--- config.mk ---
export PLATFORM = sky130hd
export DESIGN_NAME = pcSeqUnit
export DESIGN_NICKNAME = d
export VERILOG_FILES = /design/src/rtl/pcsq_pkg.sv /design/src/rtl/pcsqCtrl.sv /design/src/rtl/pcsqStack.sv /design/src/rtl/pcsqPath.sv /design/src/rtl/pcSeqUnit.sv
export SDC_FILE = /design/constraint.sdc
export NUM_CORES = 1
export LEC_CHECK = 0
export BUFFER_PORTS_ARGS = -buffer_cell sky130_fd_sc_hd__buf_2
export CAP_MARGIN = 0
export CORE_ASPECT_RATIO = 0.6
export CORE_MARGIN = 2
export CORE_UTILIZATION = 34
export CTS_CLUSTER_SIZE = 30
export DETAILED_ROUTE_END_ITERATION = 12
export PLACE_DENSITY = 0.58
export RECOVER_POWER = 25
export SYNTH_ARGS = -nofsm -noshare
export SYNTH_HDL_FRONTEND = slang
export SYNTH_HIERARCHICAL = 1
export SYNTH_SLANG_ARGS = --single-unit
--- constraint.sdc ---
create_clock -name clk -period 3.7 [get_ports clk]
set_input_delay 0.37 -clock clk [delete_from_list [all_inputs] [get_ports clk]]
set_output_delay 0.37 -clock clk [all_outputs]
set_load 0.01 [all_outputs]
--- src/rtl/pcsq_pkg.sv ---
package pcsq_pkg;
  localparam int OPW = 4;

  localparam logic [OPW-1:0] OPC_SEQ   = 4'd0;
  localparam logic [OPW-1:0] OPC_JREL  = 4'd1;
  localparam logic [OPW-1:0] OPC_JABS  = 4'd2;
  localparam logic [OPW-1:0] OPC_JIND  = 4'd3;
  localparam logic [OPW-1:0] OPC_CALL  = 4'd4;
  localparam logic [OPW-1:0] OPC_RET   = 4'd5;
  localparam logic [OPW-1:0] OPC_RETSK = 4'd6;
  localparam logic [OPW-1:0] OPC_TEST  = 4'd7;
  localparam logic [OPW-1:0] OPC_VECT  = 4'd8;

  typedef enum logic [2:0] {
    PC_HOLD, PC_INC, PC_REL, PC_ABS, PC_IND, PC_VEC, PC_POP
  } pcSel_e;

  typedef enum logic [1:0] {
    ADR_PC, ADR_IND, ADR_VHI, ADR_VLO
  } adrSel_e;

  typedef struct packed {
    pcSel_e  pcSel;
    adrSel_e adrSel;
    logic    push;
    logic    pop;
    logic    vecLatch;
  } strobe_t;
endpackage

--- src/rtl/pcsqCtrl.sv ---
module pcsqCtrl
  import pcsq_pkg::*;
(
  input  logic           clk,
  input  logic           rst,
  input  logic           opValid,
  input  logic [OPW-1:0] opCode,
  input  logic           condTrue,
  output strobe_t        str,
  output logic           busy,
  output logic           skipNow
);
  typedef enum logic {ST_RUN, ST_VEC2} state_e;

  state_e state, nextState;
  logic   skipReg, nextSkip;

  always_comb begin
    str       = '{pcSel: PC_HOLD, adrSel: ADR_PC, push: 1'b0, pop: 1'b0, vecLatch: 1'b0};
    nextState = state;
    nextSkip  = skipReg;
    if (state == ST_VEC2) begin
      str.pcSel  = PC_VEC;
      str.adrSel = ADR_VLO;
      nextState  = ST_RUN;
    end else if (opValid) begin
      if (skipReg) begin
        str.pcSel = PC_INC;
        nextSkip  = 1'b0;
      end else begin
        case (opCode)
          OPC_JREL: str.pcSel = PC_REL;
          OPC_JABS: str.pcSel = PC_ABS;
          OPC_JIND: begin
            str.pcSel  = PC_IND;
            str.adrSel = ADR_IND;
          end
          OPC_CALL: begin
            str.pcSel = PC_ABS;
            str.push  = 1'b1;
          end
          OPC_RET: begin
            str.pcSel = PC_POP;
            str.pop   = 1'b1;
          end
          OPC_RETSK: begin
            str.pcSel = PC_POP;
            str.pop   = 1'b1;
            nextSkip  = 1'b1;
          end
          OPC_TEST: begin
            str.pcSel = PC_INC;
            nextSkip  = !condTrue;
          end
          OPC_VECT: begin
            str.adrSel   = ADR_VHI;
            str.vecLatch = 1'b1;
            nextState    = ST_VEC2;
          end
          default: str.pcSel = PC_INC;
        endcase
      end
    end
  end

  always_ff @(posedge clk) begin
    if (rst) begin
      state   <= ST_RUN;
      skipReg <= 1'b0;
    end else begin
      state   <= nextState;
      skipReg <= nextSkip;
    end
  end

  assign busy    = (state == ST_VEC2);
  assign skipNow = skipReg && (state == ST_RUN);

  AST_VEC_ONE_EXTRA: assert property (@(posedge clk) disable iff (rst)
    busy |=> !busy);
  AST_SKIP_ONE_SLOT: assert property (@(posedge clk) disable iff (rst)
    (skipNow && opValid) |=> !skipNow);
  AST_IDLE_KEEPS_SKIP: assert property (@(posedge clk) disable iff (rst)
    (!opValid && !busy) |=> (skipNow == $past(skipNow)));
endmodule

--- src/rtl/pcsqStack.sv ---
module pcsqStack #(
  parameter int ADDR_W = 16,
  parameter int DEPTH  = 8
) (
  input  logic              clk,
  input  logic              rst,
  input  logic              push,
  input  logic              pop,
  input  logic [ADDR_W-1:0] pushData,
  output logic [ADDR_W-1:0] popData,
  output logic              err
);
  localparam int PW    = $clog2(DEPTH);
  localparam int CNT_W = PW + 1;
  localparam logic [CNT_W-1:0] FULL = CNT_W'(DEPTH);
  localparam logic [PW-1:0]    LAST = PW'(DEPTH - 1);

  logic [ADDR_W-1:0] mem [DEPTH];
  logic [PW-1:0]     wp;
  logic [PW-1:0]     topIdx;
  logic [PW-1:0]     wpNext;
  logic [CNT_W-1:0]  cnt;
  logic              empty;

  assign empty   = (cnt == '0);
  assign topIdx  = (wp == '0) ? LAST : wp - 1'b1;
  assign wpNext  = (wp == LAST) ? '0 : wp + 1'b1;
  assign popData = empty ? '0 : mem[topIdx];

  always_ff @(posedge clk) begin
    if (push) mem[wp] <= pushData;
  end

  always_ff @(posedge clk) begin
    if (rst) begin
      wp  <= '0;
      cnt <= '0;
      err <= 1'b0;
    end else if (push) begin
      wp <= wpNext;
      if (cnt == FULL) err <= 1'b1;
      else             cnt <= cnt + 1'b1;
    end else if (pop) begin
      if (empty) begin
        err <= 1'b1;
      end else begin
        wp  <= topIdx;
        cnt <= cnt - 1'b1;
      end
    end
  end

  AST_CNT_BOUND: assert property (@(posedge clk) disable iff (rst)
    cnt <= FULL);
  AST_ERR_STICKY: assert property (@(posedge clk) disable iff (rst)
    err |=> err);
  AST_FULL_PUSH_FLAGS: assert property (@(posedge clk) disable iff (rst)
    (push && cnt == FULL) |=> err);
  AST_NO_PUSH_POP: assert property (@(posedge clk) disable iff (rst)
    !(push && pop));
endmodule

--- src/rtl/pcsqPath.sv ---
module pcsqPath
  import pcsq_pkg::*;
#(
  parameter int DATA_W = 8
) (
  input  logic                  clk,
  input  logic                  rst,
  input  strobe_t               str,
  input  logic [2*DATA_W-1:0]   opTarget,
  input  logic [DATA_W-1:0]     accIn,
  input  logic [DATA_W-1:0]     pmRdData,
  input  logic [2*DATA_W-1:0]   popData,
  output logic [2*DATA_W-1:0]   pmAddr,
  output logic [2*DATA_W-1:0]   pc,
  output logic [2*DATA_W-1:0]   pcInc
);
  localparam int ADDR_W = 2 * DATA_W;

  logic [ADDR_W-1:0] relTgt;
  logic [ADDR_W-1:0] pcNext;
  logic [ADDR_W-1:0] vecBase;
  logic [DATA_W-1:0] vecHi;
  logic [DATA_W-1:0] pcHigh;

  assign pcHigh = pc[ADDR_W-1:DATA_W];
  assign pcInc  = pc + 1'b1;
  assign relTgt = pcInc + {{DATA_W{opTarget[DATA_W-1]}}, opTarget[DATA_W-1:0]};

  always_comb begin
    case (str.adrSel)
      ADR_IND: pmAddr = {pcHigh, accIn};
      ADR_VHI: pmAddr = opTarget;
      ADR_VLO: pmAddr = vecBase + 1'b1;
      default: pmAddr = pc;
    endcase
  end

  always_comb begin
    case (str.pcSel)
      PC_INC:  pcNext = pcInc;
      PC_REL:  pcNext = relTgt;
      PC_ABS:  pcNext = opTarget;
      PC_IND:  pcNext = {pcHigh, pmRdData};
      PC_VEC:  pcNext = {vecHi, pmRdData};
      PC_POP:  pcNext = popData;
      default: pcNext = pc;
    endcase
  end

  always_ff @(posedge clk) begin
    if (rst) begin
      pc      <= '0;
      vecBase <= '0;
      vecHi   <= '0;
    end else begin
      pc <= pcNext;
      if (str.vecLatch) begin
        vecBase <= opTarget;
        vecHi   <= pmRdData;
      end
    end
  end

  AST_IND_KEEPS_HIGH: assert property (@(posedge clk) disable iff (rst)
    (str.pcSel == PC_IND) |=> (pc[ADDR_W-1:DATA_W] == $past(pc[ADDR_W-1:DATA_W])));
  AST_INC_STEPS_ONE: assert property (@(posedge clk) disable iff (rst)
    (str.pcSel == PC_INC) |=> (pc == $past(pc) + 1'b1));
  AST_HOLD_STABLE: assert property (@(posedge clk) disable iff (rst)
    (str.pcSel == PC_HOLD) |=> $stable(pc));
endmodule

--- src/rtl/pcSeqUnit.sv ---
module pcSeqUnit
  import pcsq_pkg::*;
#(
  parameter int DATA_W      = 8,
  parameter int STACK_DEPTH = 8
) (
  input  logic                clk,
  input  logic                rst,
  input  logic                opValid,
  input  logic [OPW-1:0]      opCode,
  input  logic [2*DATA_W-1:0] opTarget,
  input  logic [DATA_W-1:0]   accIn,
  input  logic                condTrue,
  input  logic [DATA_W-1:0]   pmRdData,
  output logic [2*DATA_W-1:0] pmAddr,
  output logic [2*DATA_W-1:0] pcOut,
  output logic                busy,
  output logic                skipNow,
  output logic                stackErr
);
  localparam int ADDR_W = 2 * DATA_W;

  strobe_t           str;
  logic [ADDR_W-1:0] pcInc;
  logic [ADDR_W-1:0] popData;

  pcsqCtrl uCtrl (
    .clk(clk), .rst(rst), .opValid(opValid), .opCode(opCode),
    .condTrue(condTrue), .str(str), .busy(busy), .skipNow(skipNow)
  );

  pcsqPath #(.DATA_W(DATA_W)) uPath (
    .clk(clk), .rst(rst), .str(str), .opTarget(opTarget), .accIn(accIn),
    .pmRdData(pmRdData), .popData(popData), .pmAddr(pmAddr),
    .pc(pcOut), .pcInc(pcInc)
  );

  pcsqStack #(.ADDR_W(ADDR_W), .DEPTH(STACK_DEPTH)) uStack (
    .clk(clk), .rst(rst), .push(str.push), .pop(str.pop),
    .pushData(pcInc), .popData(popData), .err(stackErr)
  );
endmodule

After elaboration in Yosys (flattened, before gate mapping):

Memory sizes are Yosys's and may differ from the RTL's.
Index checks and enable logic that the tools add are counted.

* bits in writable memories: 128
* memories: 1
* logic and storage cells: 88
* output and inout bits: 35
* bits of input ports: 40
* bits in registers: 50

* add/sub/neg operators: 7
* reductions and logical operators: 16
* eq/ne operators: 22
* bitwise operators: 3
* multiplexer cells: 30

Memory list
* uStack.mem: words 8, width 16, rd ports 1, clocked after Yosys merged registers in 0, wr ports 1, RTL line pcsqStack.sv:18 `logic [ADDR_W-1:0] mem [DEPTH];`

Operators with widths (number)
* 16-bit case mux with 6 select lines: 1
* 16-bit case mux with 3 select lines: 1
* 16-bit by 1-bit adder with 16-bit output (second input constant): 2
* 3-bit 2-to-1 mux: 7
* 16-bit adder: 1
* 4-bit by 3-bit equality test with 1-bit output (second input constant): 4
* 16-bit 2-to-1 mux: 1
* 4-bit 2-to-1 mux: 4
* 3-bit case mux with 5 select lines: 1
* 3-bit equality test (second input constant): 4
* 1-bit 2-to-1 mux: 10
* 5-bit 2-to-1 mux: 2
* 4-bit by 2-bit equality test with 1-bit output (second input constant): 2
* 4-bit equality test (second input constant): 2
* 8-bit 2-to-1 mux: 1
* 3-bit by 2-bit equality test with 1-bit output (second input constant): 2
* 2-bit AND reduction: 3
* 3-bit AND reduction: 2
* 6-bit nonzero test: 1
* 5-bit nonzero test: 1
* 4-bit by 1-bit adder with 4-bit output (second input constant): 1
* 2-bit equality test (second input constant): 2
* 4-bit by 1-bit equality test with 1-bit output (second input constant): 1
* 4-bit zero test: 1
* other kinds (16): 21

Depth between registers and ports, before layout:

Gate-level depths: netlist of the first run.

* depth after elaboration: 9
* gate-level depth with buffers: 18
* depth with buffers taken out: 13

Cells and area by module:

The synthesis of the first run kept the hierarchy.

By module, submodules not included
* pcsqStack: area each 5481.5 sq um, sequential area each 4003.8 sq um, cells an instance 294, times used 1
* pcsqPath: area each 3838.7 sq um, sequential area each 800.8 sq um, cells an instance 496, times used 1
* pcsqCtrl: area each 272.8 sq um, sequential area each 40.0 sq um, cells an instance 36, times used 1

Worst setup path before layout of the first run:

OpenSTA, ideal clock, no wires.

* path kind: flip-flop to flip-flop
* start point: register uPath.pc[0]
* end point: register uPath.pc[9]
* data required time: 3569 ps
* stages on the path, launching flop included: 13
* arrival time: 2895 ps
* path slack: 674 ps
* cells stage by stage: dfxtp_1 -> ha_1 -> and3_1 -> buf_2 -> nand3_1 -> xnor2_1 -> ha_1 -> a21oi_1 -> o211ai_1 -> a221oi_2 -> xnor2_1 -> a221oi_1 -> nor3_1

* word-level cells in the longest chain between the ends: 3

RTL lines
* start, declared: RTL line pcsqPath.sv:14 `output logic [2*DATA_W-1:0] pc,`
* start signal, assigned: RTL line pcsqPath.sv:56 `pc <= pcNext;`
* 16-bit by 1-bit adder with 16-bit output: RTL line pcsqPath.sv:26 `assign pcInc = pc + 1'b1;`
* net pcInc[6]: RTL line pcSeqUnit.sv:24 `logic [ADDR_W-1:0] pcInc;`
* 16-bit adder: RTL line pcsqPath.sv:27 `assign relTgt = pcInc + {{DATA_W{opTarget[DATA_W-1]}}, opTarget[DATA_W-1:0]};`
* 16-bit case mux with 6 select lines: RTL line pcsqPath.sv:39 `case (str.pcSel)`

The timed path passes the listed nets, and every way through them passes these cells.
A chain may end at the register's enable or synchronous reset.

Final worst setup path of the first run:

* start point: register uPath.pc[2]
* end point: register uPath.pc[12]

The elaborated chain is that of the path after synthesis.

==> impl_metrics.csv, run 1 <==
group,metric,value,unit
outcome,run_status,"finished with violations",
outcome,violations,"capacitance limit, slew limit",
floorplanning,start_util,0.347,
placement,placed_area,0.0105,mm^2
finish,multi_input_area,0.00447,mm^2
pwr,p_leak,0.00390,uW
pwr,power_frac_clock,0.368,
hold_path,hp-class,"in -> reg",
synthesis,synth.area.top_cells,"edfxtp_1 40%, dfxtp_1 10%, mux2i_1 5.4%",
setup_path,cp.required,4.01,ns
global_routing,grt_overflow,0,
global_routing,grt_pass1_wl,41100,um
synthesis,syn-num-nets,892,
sta,tns,0,ns
synthesis,synth_mux_area_frac,0.136,
sta,fin_skew,0.00849,ns
synthesis,synthSimpleGateAreaFrac,0.124,
synthesis,ys_async_sr_fraction,0,
detailed_routing,drt_iter0_markers,1043,
setup_path,cp.arrival,3.75,ns
setup_path,crit_path_max_fanout,11,
synthesis,synth_cells,826,
clock_tree,clk_pin_slew_worst_paths,0.07,ns
pwr,ir_worst_vdd,0.000198,V
synthesis,synth_compound_area_frac,0.125,
sta,rsz0062_at_grt,"no",
synthesis,synth.most_common_cell,"edfxtp_1",
synthesis,synth-xor-area-share,0.0393,
synthesis,synthTopCellsByCount,"128 x edfxtp_1, 79 x nor2_1, 65 x nand2_1",
synthesis,yosysUniqueCellTypes,69,
floorplanning,design.die.area,0.0296,mm^2
floorplanning,dieHeight,134,um
synthesis,yosys_warnings,6,
floorplanning,io-pin-count,75,
synthesis,ys_seq_area_frac,0.505,
synthesis,syn_area,0.00959,mm^2
global_routing,grt_antenna_before_repair,0,
pwr,p_switching,1240,uW
pwr,total_power,4600,uW
clock_tree,cts_buffer_depth,2,
global_routing,grt_pass1_vias,6584,
sta,max_slew_margin,-0.350,
clock_tree,root_buffer,"clkbuf_16",
setup_path,startpoint_type,"flop",
synthesis,synth_top_family_by_area,"multiplexers",
detailed_routing,drtPass1Iterations,6,
placement,placedCellCount,1259,
synthesis,synth_fa_ha_area_frac,0.0355,
detailed_routing,wl_per_cell,21.0,um
finish,antenna_cells,0,
sta,fmax,291,MHz
sta,fin_crit_sh,0.930,
clock_tree,cts_tree,"yes",
finish,fin_area,0.0110,mm^2
setup_path,critPathCaptureType,"flop",
synthesis,synth_edf_count,128,
synthesis,syn_area_per_cell,11.6,um^2
pwr,power_switching_share,0.269,
finish,fin_cells,1291,
placement,place_congestion,0.910,
finish,final_util,0.399,
pwr,p_comb_frac,0.147,
pwr,power_per_cell_area,417,mW/mm^2
clock_tree,clkLatencyLatePin,0.43,ns
pwr,power_frac_seq,0.484,
placement,place_hpwl,19800,um
detailed_routing,drc_errors,0,
global_routing,grt_usage,0.183,
floorplanning,rows,47,
finish,drive_gt1_frac,0.180,
placement,port_buffers,74,
global_routing,grt_max_degree,47,
sta,worst_slew_pin_slew,2.02,ns
clock_tree,cts_buffers,17,
synthesis,yosys.area.top_type,"edfxtp_1",
finish,nNetsFinal,977,
sta,hold_viol,0,
run,maxCapViolations,1,
detailed_routing,vias,7325,
detailed_routing,drt_wl_total,27100,um
sta,finalCriticalPeriod,3.44,ns
finish,seqCellArea,0.00484,mm^2
synthesis,ys.flop_type,"edfxtp_1",
clock_tree,cts_hold_buffers,0,
setup_path,worst-setup-path-type,"reg -> reg",
clock_tree,cts_max_level,4,
finish,syn_to_final_growth,14.9,%
synthesis,synth_top_area_frac,0.401,
floorplanning,core,0.0276,mm^2
synthesis,ys_seq_elements,178,
sta,maxSlewViolCount,25,
sta,setup_viol_count_final,0,
clock_tree,cts.sinks,178,
detailed_routing,ant_nets,0,
detailed_routing,via_per_inst,5.67,
pwr,internal_power,3360,uW
floorplanning,die_w,221,um
finish,final.fill_count,2696,
-- worst max-delay path, stage by stage, from the launching register on --
cell,delay [ns]
dfxtp_1,0.52
nand4_4,0.16
nor2_1,0.28
nand3_1,0.13
xnor2_1,0.72
ha_1,0.43
nand2_1,0.10
a21oi_1,0.05
a221oi_2,0.37
a22oi_1,0.22
xor2_1,0.19
o2bb2ai_1,0.14
-- through the flow --
stage	hold WS [ns]	setup WS, ns
after global placement	0.454	0.437
after floorplan	0.439	0.674
after CTS	0.177	0.302
after global routing	0.217	0.0239
final	0.193	0.259
after detailed placement	0.461	0.279
-- state kept, by name (all words and copies together) (netlist names) --
name,cells
uStack/mem,128
uPath/pc,16
uPath/vecBase,16
uPath/vecHi,8
uStack/cnt,4
uStack/wp,3
uCtrl/busy,1
uCtrl/skipReg,1
uStack/err,1
-- layout make-up --
type | count | share of cell area
clock buffer | 18 | 0.0389
clock inverter | 14 | 0.0103
inverter | 19 | 0.00647
multi-input combinational | 582 | 0.405
sequential | 178 | 0.439
tap | 367 | 0.0417
timing repair buffer | 113 | 0.0578
-- power by group through the flow --
stage | registers [uW] | clock network (uW) | logic (uW)
after CTS | 2230 | 1730 | 675
final | 2230 | 1690 | 679
after detailed placement | 2270 | 0 | 672
after global placement | 2270 | 0 | 666
after global routing | 2230 | 1810 | 739
after floorplan | 2270 | 0 | 431
-- final timing paths --
| kind | start | to | slack (ns) | cells past startpoint |
|---|---|---|---|---|
| min | pmRdData[0] | uPath/vecHi[0]$_SDFFE_PP0P_ | 0.19 | 3 |
| max reg2reg | uPath/pc[2]$_SDFFE_PP0P_ | uPath/pc[12]$_SDFFE_PP0P_ | 0.26 | 11 |
| max | uPath/pc[2]$_SDFFE_PP0P_ | uPath/pc[12]$_SDFFE_PP0P_ | 0.26 | 11 |
| min reg2reg | uStack/err$_SDFFE_PP0P_ | uStack/err$_SDFFE_PP0P_ | 0.48 | 2 |
-- what timing repair did --
action	4_1_cts	5_1_grt
setup endpoints to repair	0	1
resized for setup	0	1
buffers inserted	0	0
-- routing by layer --
metal | GRT usage | wire, um | vias to the layer above | share of wire
met5 | 0 | 0 | - | 0
met4 | 0.0380 | 195 | 0 | 0.0072
met3 | 0.0484 | 2700 | 23 | 0.10
met2 | 0.231 | 10300 | 344 | 0.38
met1 | 0.300 | 13900 | 3638 | 0.51
li1 | - | - | 3320 | -
-- cells by family (layout without fill, tap and decap cells) --
kind of cell               after synthesis  after routing
and+or+nand+nor                        239            239
AOI/OAI and AO/OA                      185            185
DFF                                    178            178
muxes                                   89             89
buffers and inverters                   66            164
xor gates and xnor gates                43             43
adders and majority gates               26             26
-- cell usage in the layout (no fill, tap or decap), types with 5 or more instances in the layout --
cell	netlist	routed
a211oi_1	13	13
a21o_1	7	7
a21oi_1	49	48
a221oi_1	6	6
a22o_1	5	5
a31oi_1	15	15
a32o_1	11	11
buf_2	14	57
buf_4	1	29
clkbuf_1	18	26
clkbuf_16	0	17
dfxtp_1	50	50
edfxtp_1	128	128
ha_1	24	24
inv_1	18	18
mux2_2	7	7
mux2i_1	52	52
mux4_1	9	9
mux4_2	21	21
nand2_1	65	65
nand2b_1	7	7
nand3_1	19	19
nand3b_1	5	5
nand4_1	5	5
nor2_1	79	78
nor2b_1	5	5
nor3_1	19	17
nor3b_1	5	5
o211ai_1	8	8
o21a_1	6	6
o21ai_0	46	46
xnor2_1	27	26
xor2_1	16	16
(Power assumes the default switching activity.)
==> run 2: changes to the inputs <==
- CORE_UTILIZATION: 34 -> 61
- PLACE_DENSITY: 0.58 -> 0.89
==> run 2 against run 1 <==
Effect of this change:
- global-route usage rose by 15 points
- register-to-register slack got worse by 0.15 ns
- clock power rose by 5%
- critical endpoint is now uPath/pc[15]$_SDFFE_PP0P_
- combinational power rose by 9.1%
- die area fell by 43%
- highest routed layer unchanged
- setup slack got worse by 0.15 ns
- wire length rose by 2.2%
- sequential share of layout area rose by 0.59 points
- the run still ends with capacitance limit, slew limit left
- sequential power barely moved
- largest power group unchanged
- design area fell by 1.3%
==> impl_metrics.csv, run 2 (synthesis results as in run 1) <==
group,metric,value,unit
outcome,run_status,"finished with violations",
outcome,violations,"capacitance limit, slew limit",
sta,hold_viol,0,
floorplanning,core,0.0154,mm^2
floorplanning,design.die.area,0.0168,mm^2
pwr,p_switching,1340,uW
setup_path,cp.required,4.04,ns
pwr,internal_power,3400,uW
floorplanning,io-pin-count,75,
finish,syn_to_final_growth,13.4,%
placement,place_congestion,1.03,
sta,maxSlewViolCount,25,
placement,placed_area,0.0103,mm^2
detailed_routing,drt_iter0_markers,1221,
clock_tree,cts.sinks,178,
setup_path,startpoint_type,"flop",
placement,place_hpwl,19500,um
finish,final.fill_count,1080,
clock_tree,cts_resized,0,
global_routing,grt_usage,0.329,
pwr,power_switching_share,0.282,
global_routing,grt_max_degree,29,
setup_path,cp.arrival,3.94,ns
placement,place_ws,0.361,ns
placement,port_buffers,74,
global_routing,grt_overflow,0,
detailed_routing,ant_nets,0,
clock_tree,cts_buffer_depth,2,
sta,tns,0,ns
pwr,power_frac_seq,0.469,
global_routing,grt_pass1_wl,41100,um
global_routing,grt_pass1_vias,7038,
sta,layout_setup_ws,0.107,ns
clock_tree,root_buffer,"clkbuf_16",
sta,fmax,278,MHz
pwr,ir_worst_vdd,0.000287,V
floorplanning,rows,35,
finish,final_util,0.708,
finish,fin_area,0.0109,mm^2
floorplanning,start_util,0.624,
placement,placedCellCount,1098,
pwr,power_frac_clock,0.375,
detailed_routing,drtPass1Iterations,7,
finish,final_cell_mix,"128 x edfxtp_1, 78 x nor2_1, 65 x nand2_1",
sta,finalCriticalPeriod,3.59,ns
finish,nNetsFinal,980,
clock_tree,cts_buffers,17,
floorplanning,die_w,166,um
global_routing,grt_antenna_before_repair,1,
sta,fin_skew,0.0144,ns
finish,fin_cells,1131,
sta,setup_viol_count_final,0,
pwr,power_per_cell_area,435,mW/mm^2
detailed_routing,vias,7556,
setup_path,worst-setup-path-type,"reg -> reg",
detailed_routing,via_per_inst,6.68,
pwr,p_comb_frac,0.156,
finish,reg_top3,"uStack/mem: 128 flops, uPath/pc: 16 flops, uPath/vecBase: 16 flops",
setup_path,crit_path_max_fanout,9,
pwr,p_leak,0.00395,uW
clock_tree,cts_max_level,4,
detailed_routing,drc_errors,0,
finish,regMostFlops,"uStack/mem",
clock_tree,clkLatencyLatePin,0.43,ns
clock_tree,postCtsSetupBuffers,0,
run,maxCapViolations,1,
sta,fin_crit_sh,0.971,
sta,rsz0062_at_grt,"no",
floorplanning,dieHeight,101,um
sta,max_slew_margin,-0.316,
finish,layout_commonest_cell,"edfxtp_1",
detailed_routing,wl_per_cell,24.5,um
finish,drive_gt1_frac,0.188,
hold_path,hp-class,"in -> reg",
sta,worst_slew_pin_slew,1.97,ns
clock_tree,cts_hold_buffers,0,
clock_tree,cts_tree,"yes",
finish,largest_reg_flops,128,
detailed_routing,drt_wl_total,27700,um
setup_path,critPathCaptureType,"flop",
clock_tree,clk_pin_slew_worst_paths,0.08,ns
## run 2: path summary, 6_finish.rpt
check	endpoint	cells past startpoint	from	slack, ns
hold reg to reg	uStack/err$_SDFFE_PP0P_	2	uStack/err$_SDFFE_PP0P_	0.48
hold / removal	uPath/vecHi[5]$_SDFFE_PP0P_	3	pmRdData[5]	0.22
setup reg to reg	uPath/pc[15]$_SDFFE_PP0P_	11	uPath/pc[2]$_SDFFE_PP0P_	0.11
setup / recovery	uPath/pc[15]$_SDFFE_PP0P_	11	uPath/pc[2]$_SDFFE_PP0P_	0.11
## run 2: layer usage
layer | up-vias | share of wire | global-route usage
met4 | 0 | 0.018 | 0.0836
met5 | - | 0 | 0
li1 | 3315 | - | -
met2 | 550 | 0.41 | 0.459
met1 | 3625 | 0.42 | 0.485
met3 | 66 | 0.14 | 0.130
## run 2: power groups by stage
stage	sequential (uW)	clock, uW	combinational, uW
global placement	2260	0	687
floorplan	2270	0	431
finish	2220	1780	741
detailed placement	2260	0	700
global route	2220	1870	776
CTS	2220	1780	711
## run 2: area by class of cell
type	instances	area (um^2)	area share
Inverter	19	71.3	0.00656
Multi-Input combinational cell	582	4470	0.411
Sequential cell	178	4840	0.445
Tap cell	203	254	0.0234
Clock buffer	18	429	0.0395
Timing Repair Buffer	116	664	0.0611
Clock inverter	14	145	0.0133
Antenna cell	1	2.50	0.000230
## run 2: critical path, stage by stage (launching register included)
cell and delay (ns):
dfxtp_1 0.57, nand4_4 0.23, nor2_1 0.40, and4_1 0.33, xor2_1 0.56, ha_1 0.35
nand2_1 0.07, o21ai_0 0.27, nor2_1 0.10, a21oi_1 0.29, xnor2_1 0.12, a211oi_1 0.22
## run 2: through the flow
step                hold slack, ns  total power [uW]
floorplan                    0.439              2700
CTS                          0.207              4710
detailed placement           0.457              2960
global route                 0.221              4870
finish                       0.220              4740
global placement             0.450              2950
